$ cat config.mk
export PLATFORM = sky130hd
export DESIGN_NAME = serial_stream_rx
export DESIGN_NICKNAME = d
export VERILOG_FILES = /design/src/rtl/ssrx_pkg.sv /design/src/rtl/ssrx_align.sv /design/src/rtl/ssrx_pace.sv /design/src/rtl/ssrx_pack.sv /design/src/rtl/serial_stream_rx.sv
export SDC_FILE = /design/constraint.sdc
export NUM_CORES = 1
export LEC_CHECK = 0
export ABC_AREA = 1
export BUFFER_PORTS_ARGS = -buffer_cell sky130_fd_sc_hd__buf_2
export CAP_MARGIN = 20
export CORE_UTILIZATION = 60
export CTS_BUF_LIST = sky130_fd_sc_hd__clkbuf_16
export DETAILED_ROUTE_END_ITERATION = 8
export GPL_ROUTABILITY_DRIVEN = 1
export GPL_TIMING_DRIVEN = 0
export PLACE_DENSITY_LB_ADDON = 0.12
export SLEW_MARGIN = 40
export SYNTH_ARGS = -nofsm -noshare
export SYNTH_HDL_FRONTEND = slang
export SYNTH_SLANG_ARGS = --single-unit
$ cat constraint.sdc
create_clock -name clk -period 6.2 [get_ports clk]
set_input_delay 1.24 -clock clk [delete_from_list [all_inputs] [get_ports clk]]
set_output_delay 1.24 -clock clk [all_outputs]
set_load 0.005 [all_outputs]
$ cat src/rtl/ssrx_pkg.sv
package ssrx_pkg;

  localparam int PH_W    = 3;   // phase counter width, covers divide-by-8
  localparam int RATE_W  = 2;

  typedef enum logic [RATE_W-1:0] {
    RATE_2M  = 2'd0,
    RATE_4M  = 2'd1,
    RATE_8M  = 2'd2,
    RATE_16M = 2'd3
  } rate_e;

  // ticks per bit minus one, used as a wrap mask for the phase counter
  function automatic logic [PH_W-1:0] div_mask(rate_e r);
    case (r)
      RATE_2M:  return 3'd7;
      RATE_4M:  return 3'd3;
      RATE_8M:  return 3'd1;
      default:  return 3'd0;
    endcase
  endfunction

  // index of the final channel in a frame
  function automatic logic [7:0] chan_last(rate_e r);
    case (r)
      RATE_2M:  return 8'd31;
      RATE_4M:  return 8'd63;
      RATE_8M:  return 8'd127;
      default:  return 8'd255;
    endcase
  endfunction

endpackage

$ cat src/rtl/ssrx_align.sv
module ssrx_align
  import ssrx_pkg::*;
#(
  parameter int BD_W = 3,
  parameter int CD_W = 2
) (
  input  logic            clk,
  input  logic            rst_n,
  input  logic            tick,
  input  logic            frame_pulse,
  input  rate_e           rate_sel,
  input  logic [BD_W-1:0] bit_dly,
  input  logic [CD_W-1:0] chan_dly,
  output logic            start,
  output rate_e           start_rate
);
  localparam int OFF_W = BD_W + CD_W + PH_W;

  logic             fp_hit;
  logic [OFF_W-1:0] dly_bits;
  logic [OFF_W-1:0] off_ticks;
  logic [OFF_W-1:0] cnt;
  logic             armed;
  rate_e            rate_pend;

  always_comb begin
    fp_hit   = tick & frame_pulse;
    dly_bits = (OFF_W'(chan_dly) << BD_W) | OFF_W'(bit_dly);
    case (rate_sel)
      RATE_2M:  off_ticks = dly_bits << 3;
      RATE_4M:  off_ticks = dly_bits << 2;
      RATE_8M:  off_ticks = dly_bits << 1;
      default:  off_ticks = dly_bits;
    endcase
    start      = (fp_hit & (off_ticks == '0)) |
                 (tick & ~fp_hit & armed & (cnt == OFF_W'(1)));
    start_rate = fp_hit ? rate_sel : rate_pend;
  end

  always_ff @(posedge clk) begin
    if (!rst_n) begin
      armed     <= 1'b0;
      cnt       <= '0;
      rate_pend <= RATE_2M;
    end else if (fp_hit) begin
      armed     <= (off_ticks != '0);
      cnt       <= off_ticks;
      rate_pend <= rate_sel;
    end else if (tick && armed) begin
      cnt <= cnt - OFF_W'(1);
      if (cnt == OFF_W'(1)) armed <= 1'b0;
    end
  end

endmodule

$ cat src/rtl/ssrx_pace.sv
module ssrx_pace
  import ssrx_pkg::*;
(
  input  logic  clk,
  input  logic  rst_n,
  input  logic  tick,
  input  logic  start,
  input  rate_e start_rate,
  output rate_e act_rate,
  output logic  sample_en
);
  logic [PH_W-1:0] phase;
  logic            running;

  always_comb sample_en = tick & (start | (running & (phase == '0)));

  always_ff @(posedge clk) begin
    if (!rst_n) begin
      act_rate <= RATE_2M;
      phase    <= '0;
      running  <= 1'b0;
    end else if (start) begin
      act_rate <= start_rate;
      running  <= 1'b1;
      phase    <= PH_W'(1) & div_mask(start_rate);
    end else if (tick && running) begin
      phase <= (phase + PH_W'(1)) & div_mask(act_rate);
    end
  end

endmodule

$ cat src/rtl/ssrx_pack.sv
module ssrx_pack
  import ssrx_pkg::*;
#(
  parameter int CH_W   = 8,
  parameter int BYTE_W = 8
) (
  input  logic              clk,
  input  logic              rst_n,
  input  logic              sample_en,
  input  logic              start,
  input  logic              serial_in,
  input  rate_e             act_rate,
  output logic              out_valid,
  output logic [CH_W-1:0]   out_chan,
  output logic [BYTE_W-1:0] out_data
);
  localparam int BC_W = $clog2(BYTE_W);

  logic [BYTE_W-2:0] shreg;
  logic [BC_W-1:0]   bitc;
  logic [CH_W-1:0]   chan;
  logic [BC_W-1:0]   bit_idx;
  logic [CH_W-1:0]   cur_chan;
  logic [CH_W-1:0]   next_chan;
  logic              last_bit;

  always_comb begin
    bit_idx   = start ? '0 : bitc;
    cur_chan  = start ? '0 : chan;
    last_bit  = (bit_idx == BC_W'(BYTE_W - 1));
    next_chan = (cur_chan == CH_W'(chan_last(act_rate))) ? '0 : cur_chan + CH_W'(1);
  end

  always_ff @(posedge clk) begin
    if (!rst_n) begin
      shreg     <= '0;
      bitc      <= '0;
      chan      <= '0;
      out_valid <= 1'b0;
      out_chan  <= '0;
      out_data  <= '0;
    end else begin
      out_valid <= 1'b0;
      if (sample_en) begin
        shreg <= {shreg[BYTE_W-3:0], serial_in};
        bitc  <= bit_idx + BC_W'(1);
        chan  <= last_bit ? next_chan : cur_chan;
        if (last_bit) begin
          out_valid <= 1'b1;
          out_chan  <= cur_chan;
          out_data  <= {shreg, serial_in};
        end
      end
    end
  end

endmodule

$ cat src/rtl/serial_stream_rx.sv
module serial_stream_rx
  import ssrx_pkg::*;
#(
  parameter int BD_W   = 3,
  parameter int CD_W   = 2,
  parameter int CH_W   = 8,
  parameter int BYTE_W = 8
) (
  input  logic              clk,
  input  logic              rst_n,
  input  logic              tick_16m,
  input  logic              frame_pulse,
  input  logic [RATE_W-1:0] rate_sel,
  input  logic [BD_W-1:0]   bit_delay,
  input  logic [CD_W-1:0]   chan_delay,
  input  logic              serial_in,
  output logic              out_valid,
  output logic [CH_W-1:0]   out_chan,
  output logic [BYTE_W-1:0] out_data
);
  logic  start_w;
  rate_e start_rate_w;
  rate_e act_rate_w;
  logic  sample_w;

  ssrx_align #(.BD_W(BD_W), .CD_W(CD_W)) u_align (
    .clk         (clk),
    .rst_n       (rst_n),
    .tick        (tick_16m),
    .frame_pulse (frame_pulse),
    .rate_sel    (rate_e'(rate_sel)),
    .bit_dly     (bit_delay),
    .chan_dly    (chan_delay),
    .start       (start_w),
    .start_rate  (start_rate_w)
  );

  ssrx_pace u_pace (
    .clk        (clk),
    .rst_n      (rst_n),
    .tick       (tick_16m),
    .start      (start_w),
    .start_rate (start_rate_w),
    .act_rate   (act_rate_w),
    .sample_en  (sample_w)
  );

  ssrx_pack #(.CH_W(CH_W), .BYTE_W(BYTE_W)) u_pack (
    .clk       (clk),
    .rst_n     (rst_n),
    .sample_en (sample_w),
    .start     (start_w),
    .serial_in (serial_in),
    .act_rate  (act_rate_w),
    .out_valid (out_valid),
    .out_chan  (out_chan),
    .out_data  (out_data)
  );

endmodule

==> results.json, run 1 <==
{
  "outcome": "completed",
  "hpwl_um": 4340,
  "drv_slew": 0,
  "async_flop_share_pct": 0,
  "r2r_start": "u_align.cnt[1]$_SDFFE_PN0P_",
  "r2r_slack_ns": 3.10,
  "worst_path_max_delay_cell": "ha_1",
  "cts_made_buffers": 5,
  "cellPowerDensity_nw_per_um2": 226.6,
  "syn_inst": 377,
  "whs_endpoint": "u_pack.shreg[6]$_SDFFE_PN0N_",
  "cts.root.buffer_cell": "clkbuf_16",
  "grt_pass1_vias": 2319,
  "hp-class": "reg2reg",
  "postCtsSetupBuffers": 0,
  "hold-worst-slack_ns": 0.4600,
  "rows": 24,
  "wl_per_cell_um": 12.58,
  "synth_top_family_by_area": "simple AND/OR/NAND/NOR gates",
  "finalCritPeriodShare_pct": 60.51,
  "synth_fa_ha_area_share_pct": 3.242,
  "max_stage_delay_ns": 0.26,
  "cts_tree": "yes",
  "synth.avg_cell_area_sq_um": 7.165,
  "antenna_left": 0,
  "ctsHoldBuffers": 0,
  "drc": 0,
  "cap_viol_max_count": 0,
  "ys_seq_elements": 52,
  "cts_resized": 0,
  "synth-xor-area-share_pct": 0.6484,
  "grt_overflow": 0,
  "antenna_found_initial": 0,
  "rr_endpoint": "u_pack.chan[7]$_SDFFE_PN0N_",
  "ys_seq_area_share_pct": 38.54,
  "ir_drop_mv": 0.1761,
  "worstPathRequired_ns": 6.42,
  "crit_path_max_fanout": 10,
  "cp.arrival_ns": 3.97,
  "clock_skew_ns": 0.005261,
  "cts.sinks": 52,
  "synth_ff_type": "dfxtp_1",
  "fin_nets": 431,
  "dpl_cell_area_sq_um": 2907,
  "dr.pass1.iters": 5,
  "hp-start": "u_pack.shreg[6]$_SDFFE_PN0N_",
  "criticalPathCategory": "in2reg",
  "dr.first_iter.drc_count": 147,
  "grt_max_degree": 18,
  "tns_ns": 0,
  "design_area_sq_um": 3053,
  "synth_compound_area_share_pct": 15.93,
  "fin_crit_ns": 3.751,
  "io_buffers": 28,
  "io_pins": 29,
  "cp-start-kind": "input pin",
  "die-area_sq_um": 4775,
  "p_total_uw": 691.7,
  "start_util_pct": 62.04,
  "clkSlewWorstSetupHoldPaths_ns": 0.07,
  "timing.fmax_mhz": 266.6,
  "clkLatencyLatePin_ns": 0.29,
  "relSlewSlack_pct": 60.73,
  "yosys.area_share.simple_pct": 32.65,
  "path_common_cell": "nand2_1",
  "rsz0062_at_grt": "false",
  "syn_to_final_growth_pct": 13.02,
  "final_layout_size_suffix_gt1_share_pct": 18.40,
  "yosysUniqueCellTypes": 40,
  "worstPathCellList": "buf_2, nand2_2, inv_2, nand3_1, nor2_1, inv_1, or2_0, buf_6, nand2_4, buf_2, nor2_1, ha_1, ha_1, inv_1, nor3_1, nand4_2, nor2_4, nand2_1, nand2_1, nand2_1, inv_2, nand2_1, a21oi_1",
  "grt_pass1_wl_um": 10570,
  "hold_viol_final": 0,
  "grt_use_total_pct": 26.89,
  "viasPerCell": 5.434,
  "coreArea_sq_um": 4354,
  "totalWireLength_um": 5851,
  "die_h_um": 69.10,
  "gp_congestion": 0.9055,
  "antenna_cells": 0,
  "yosysWarningCount": 0,
  "worstMarginPinSlew_ns": 0.5890,
  "finalSetupViolCount": 0,
  "utilization_pct": 70.11,
  "vias": 2527,
  "cp-end-kind": "flip-flop",
  "syn_area_sq_um": 2701,
  "p_leak_uw": 0.001359,
  "synth_mux_area_share_pct": 0,
  "cts_max_level": 2,
  "cts.path.max_buffers": 2,
  "r2r_cells": 22,
  "syn-num-nets": 396,
  "synth-edff-count": 0,
  "hold_depth": 2,
  "die-width_um": 69.10
}
power breakdown:
part           internal [uW]  switching [uW]
logic                   24.2            47.4
registers                341            5.72
clock network            150             123
through the flow:
step,setup WS (ns),std cells
3_5_place_dp,2.250,457
5_1_grt,2.223,465
2_1_floorplan,2.743,377
6_report,2.449,465
3_3_place_gp,2.290,457
4_1_cts,2.485,465
kinds of logic after synthesis:
family,count (synthesis)
adder cells (fa/ha/maj),7
flip-flops,52
XOR/XNOR,2
AO/OA/AOI/OAI,79
AND/OR/NAND/NOR,183
buffers and inverters,54
worst max-delay path by stage:
| stage | start | endpoint | depth (start not counted) | slack [ns] |
|---|---|---|---|---|
| after floorplan | tick_16m | u_pack.chan[7]$_SDFFE_PN0N_ | 21 | 2.74 |
| after global placement | tick_16m | u_pack.chan[7]$_SDFFE_PN0N_ | 22 | 2.29 |
| after detailed placement | tick_16m | u_pack.chan[7]$_SDFFE_PN0N_ | 22 | 2.25 |
| after CTS | tick_16m | u_pack.chan[7]$_SDFFE_PN0N_ | 23 | 2.49 |
| after global routing | tick_16m | u_pack.chan[7]$_SDFFE_PN0N_ | 23 | 2.22 |
| final | tick_16m | u_pack.chan[7]$_SDFFE_PN0N_ | 23 | 2.45 |
cell type report:
cell class                 instances  area (sq um)
fill                             380          1301
tap                               52         65.06
sequential                        52          1041
clock buffer                       5         125.1
multi-input combinational        271          1418
clock inverter                     3         21.27
timing repair buffer              28         140.1
inverter                          41         163.9
buffer                            13         78.83
worst max-delay path, delay by kind of cell:
family,cells,cell delay [ns]
adder cells (fa/ha/maj),2,0.46
buffers and inverters,7,0.75
AND/OR/NAND/NOR,13,1.40
AO/OA/AOI/OAI,1,0.11
flip-flops by register name, summed over array words and instances (netlist names):
| name | cells |
|---|---|
| u_pack.out_chan | 8 |
| u_pace.phase | 3 |
| u_pace.act_rate | 2 |
| u_pack.out_data | 8 |
| u_align.cnt | 8 |
| u_pack.out_valid | 1 |
| u_pack.chan | 8 |
| u_pack.bitc | 3 |
| u_align.rate_pend | 2 |
| u_pack.shreg | 7 |
| u_align.armed | 1 |
| u_pace.running | 1 |
cell usage in the layout, fill, tap and decap left out, types with 4 or more instances in the layout:
master and count:
nand2_1 83, nor2_1 52, dfxtp_1 52, inv_1 32
buf_2 31, a21oi_1 31, o21ai_0 23, nand3_1 13
o21ai_1 10, nor2_2 7, ha_1 7, inv_2 6
nand4_1 5, clkbuf_1 5, clkbuf_16 5, a31oi_1 4
Yosys cell counts (2+ instances only):
| master | count | area share, % |
|---|---|---|
| nor4_1 | 2 | 0.46 |
| dfxtp_1 | 52 | 39 |
| inv_4 | 2 | 0.46 |
| nand2_2 | 3 | 0.69 |
| nand3_2 | 2 | 0.74 |
| a211oi_1 | 3 | 0.83 |
| a31oi_1 | 4 | 0.93 |
| buf_6 | 3 | 1.3 |
| inv_1 | 32 | 4.4 |
| nand4_4 | 2 | 1.6 |
| nor2_1 | 52 | 7.2 |
| buf_2 | 3 | 0.56 |
| nand4_1 | 5 | 1.2 |
| ha_1 | 7 | 3.2 |
| a21oi_1 | 31 | 5.7 |
| o211ai_1 | 3 | 0.83 |
| clkbuf_1 | 5 | 0.69 |
| nor2_4 | 2 | 0.83 |
| o21ai_1 | 10 | 1.9 |
| nor3_1 | 3 | 0.56 |
| inv_2 | 6 | 0.83 |
| o21ai_0 | 23 | 4.3 |
| nand2_1 | 83 | 12 |
| nor2_2 | 7 | 1.6 |
| nand2_4 | 3 | 1.3 |
| o22ai_1 | 3 | 0.69 |
| nand3_1 | 13 | 2.4 |
layer usage:
metal	wire, um	global-route usage, %	vias up
li1	-	-	1309
met4	121	8.617	0
met2	2756	43.58	49
met5	0	0	-
met1	2719	35.68	1155
met3	255	5.702	14
Note: power is estimated with default switching activity, not from simulation.
==> inputs of run 2 (changes only) <==
Settings changed: CORE_UTILIZATION 60 to 53.
Clock period 6.2 ns to 3.45 ns, I/O delays scaled along.
==> results.json, run 2 (synthesis gave the netlist of run 1 again) <==
{
  "cap_viol_max_count": 0,
  "ir_drop_mv": 0.3011,
  "ctsHoldBuffers": 0,
  "cp-end-kind": "flip-flop",
  "io_buffers": 28,
  "path_common_cell": "nand2_1",
  "final_common_cell": "nand2_1",
  "hold-worst-slack_ns": 0.4541,
  "viasPerCell": 5.150,
  "grt_pass1_wl_um": 9763,
  "wl_per_cell_um": 11.85,
  "cp_num_buf_inv": 7,
  "rows": 25,
  "grt_use_total_pct": 23.20,
  "final_layout_size_suffix_gt1_share_pct": 18.40,
  "cp.arrival_ns": 3.32,
  "worstPathCellList": "buf_2, nand2_2, inv_2, nand3_1, nor2_1, inv_1, or2_0, buf_6, nand2_4, buf_2, nor2_1, ha_1, ha_1, inv_1, nor3_1, nand4_2, nor2_4, nand2_1, nand2_1, nand2_1, inv_2, nand2_1, a21oi_1",
  "finalSetupViolCount": 0,
  "clkSlewWorstSetupHoldPaths_ns": 0.07,
  "finalCritPeriodShare_pct": 90.10,
  "cts_max_level": 2,
  "antenna_cells": 0,
  "dp.cells": 472,
  "clkLatencyLatePin_ns": 0.29,
  "dr.pass1.iters": 4,
  "die_h_um": 73.39,
  "max_stage_delay_ns": 0.25,
  "antenna_left": 0,
  "clock_skew_ns": 0.007614,
  "stdcell_count": 480,
  "cellPowerDensity_nw_per_um2": 402.5,
  "hp-class": "reg2reg",
  "gp_congestion": 0.9011,
  "drc": 0,
  "cts_tree": "yes",
  "dpl_cell_area_sq_um": 2925,
  "cts.path.max_buffers": 2,
  "most-common-layout-cells": "83 x nand2_1, 52 x nor2_1, 52 x dfxtp_1",
  "fin_nets": 431,
  "dr.first_iter.drc_count": 155,
  "grt_max_degree": 18,
  "syn_to_final_growth_pct": 13.71,
  "hpwl_um": 4284,
  "design_area_sq_um": 3072,
  "crit_path_max_fanout": 10,
  "cts_resized": 0,
  "vias": 2472,
  "worstPathRequired_ns": 3.66,
  "worstMarginPinSlew_ns": 0.5761,
  "grt_overflow": 0,
  "outcome": "completed",
  "p_total_uw": 1236,
  "io_pins": 29,
  "drv_slew": 0,
  "cp_top_family": "simple AND/OR/NAND/NOR gates",
  "cp-start-kind": "input pin",
  "hold_viol_final": 0,
  "worst_path_max_delay_cell": "ha_1",
  "criticalPathCategory": "in2reg",
  "grt_pass1_vias": 2171,
  "coreArea_sq_um": 4817,
  "fin_crit_ns": 3.108,
  "cts.sinks": 52,
  "p_leak_uw": 0.001359,
  "tns_ns": 0,
  "die-width_um": 73.39,
  "totalWireLength_um": 5686,
  "relSlewSlack_pct": 61.59,
  "timing.fmax_mhz": 321.7,
  "antenna_found_initial": 0,
  "cts.root.buffer_cell": "clkbuf_16",
  "start_util_pct": 56.08,
  "cts_made_buffers": 5,
  "postCtsSetupBuffers": 0,
  "die-area_sq_um": 5386,
  "rsz0062_at_grt": "false"
}
## run 2: cell counts in the layout (fill, tap and decap cells not counted)
No cell type changed its count.
## run 2: per-layer routing
metal / track usage, % / share of wire, %
met1: 30.91 / 50
met2: 38.68 / 46
met3: 3.018 / 2.3
met4: 7.906 / 2.0
met5: 0 / 0
## run 2: final timing paths
path / from / end / slack (ns) / cells past startpoint
max reg2reg: u_align.cnt[1]$_SDFFE_PN0P_ / u_pack.chan[7]$_SDFFE_PN0N_ / 0.42 / 22
min: u_pack.bitc[2]$_SDFFE_PN0N_ / u_pack.bitc[2]$_SDFFE_PN0N_ / 0.45 / 2
min reg2reg: u_pack.bitc[2]$_SDFFE_PN0N_ / u_pack.bitc[2]$_SDFFE_PN0N_ / 0.45 / 2
max: tick_16m / u_pack.chan[7]$_SDFFE_PN0N_ / 0.34 / 23
## run 2: worst reg2reg max path: stages (launching register included)
cell	delay (ns)
dfxtp_1	0.38
inv_1	0.09
ha_1	0.18
nand3_1	0.09
nor2_1	0.05
inv_1	0.07
or2_0	0.12
buf_6	0.19
nand2_4	0.08
buf_2	0.18
nor2_1	0.14
ha_1	0.17
ha_1	0.25
inv_1	0.08
nor3_1	0.20
nand4_2	0.18
nor2_4	0.14
nand2_1	0.06
nand2_1	0.05
nand2_1	0.06
inv_2	0.04
nand2_1	0.04
a21oi_1	0.11
## run 2: power breakdown
group	switching (uW)	internal (uW)	total (uW)
Combinational	83.3	43.5	127
Sequential	10.4	613	624
Clock	216	270	486
Total	309	927	1240
## run 2: area by class of cell
cell class / instances / area (sq um)
clock inverters: 3 / 21.27
flip-flops and latches: 52 / 1041
clock buffers: 5 / 125.1
inverters: 41 / 163.9
fillers: 469 / 1745
multi-input cells: 271 / 1418
repair buffers: 28 / 140.1
well taps: 67 / 83.83
plain buffers: 13 / 78.83
## run 2: per-stage QoR
| step | util [%] | worst slack [ns] |
|---|---|---|
| floorplan | - | 0.5434 |
| global placement | 60.73 | 0.05772 |
| detailed placement | 60.73 | 0.05345 |
| CTS | 63.77 | 0.3485 |
| global route | 63.77 | 0.02091 |
| finish | 63.77 | 0.3417 |
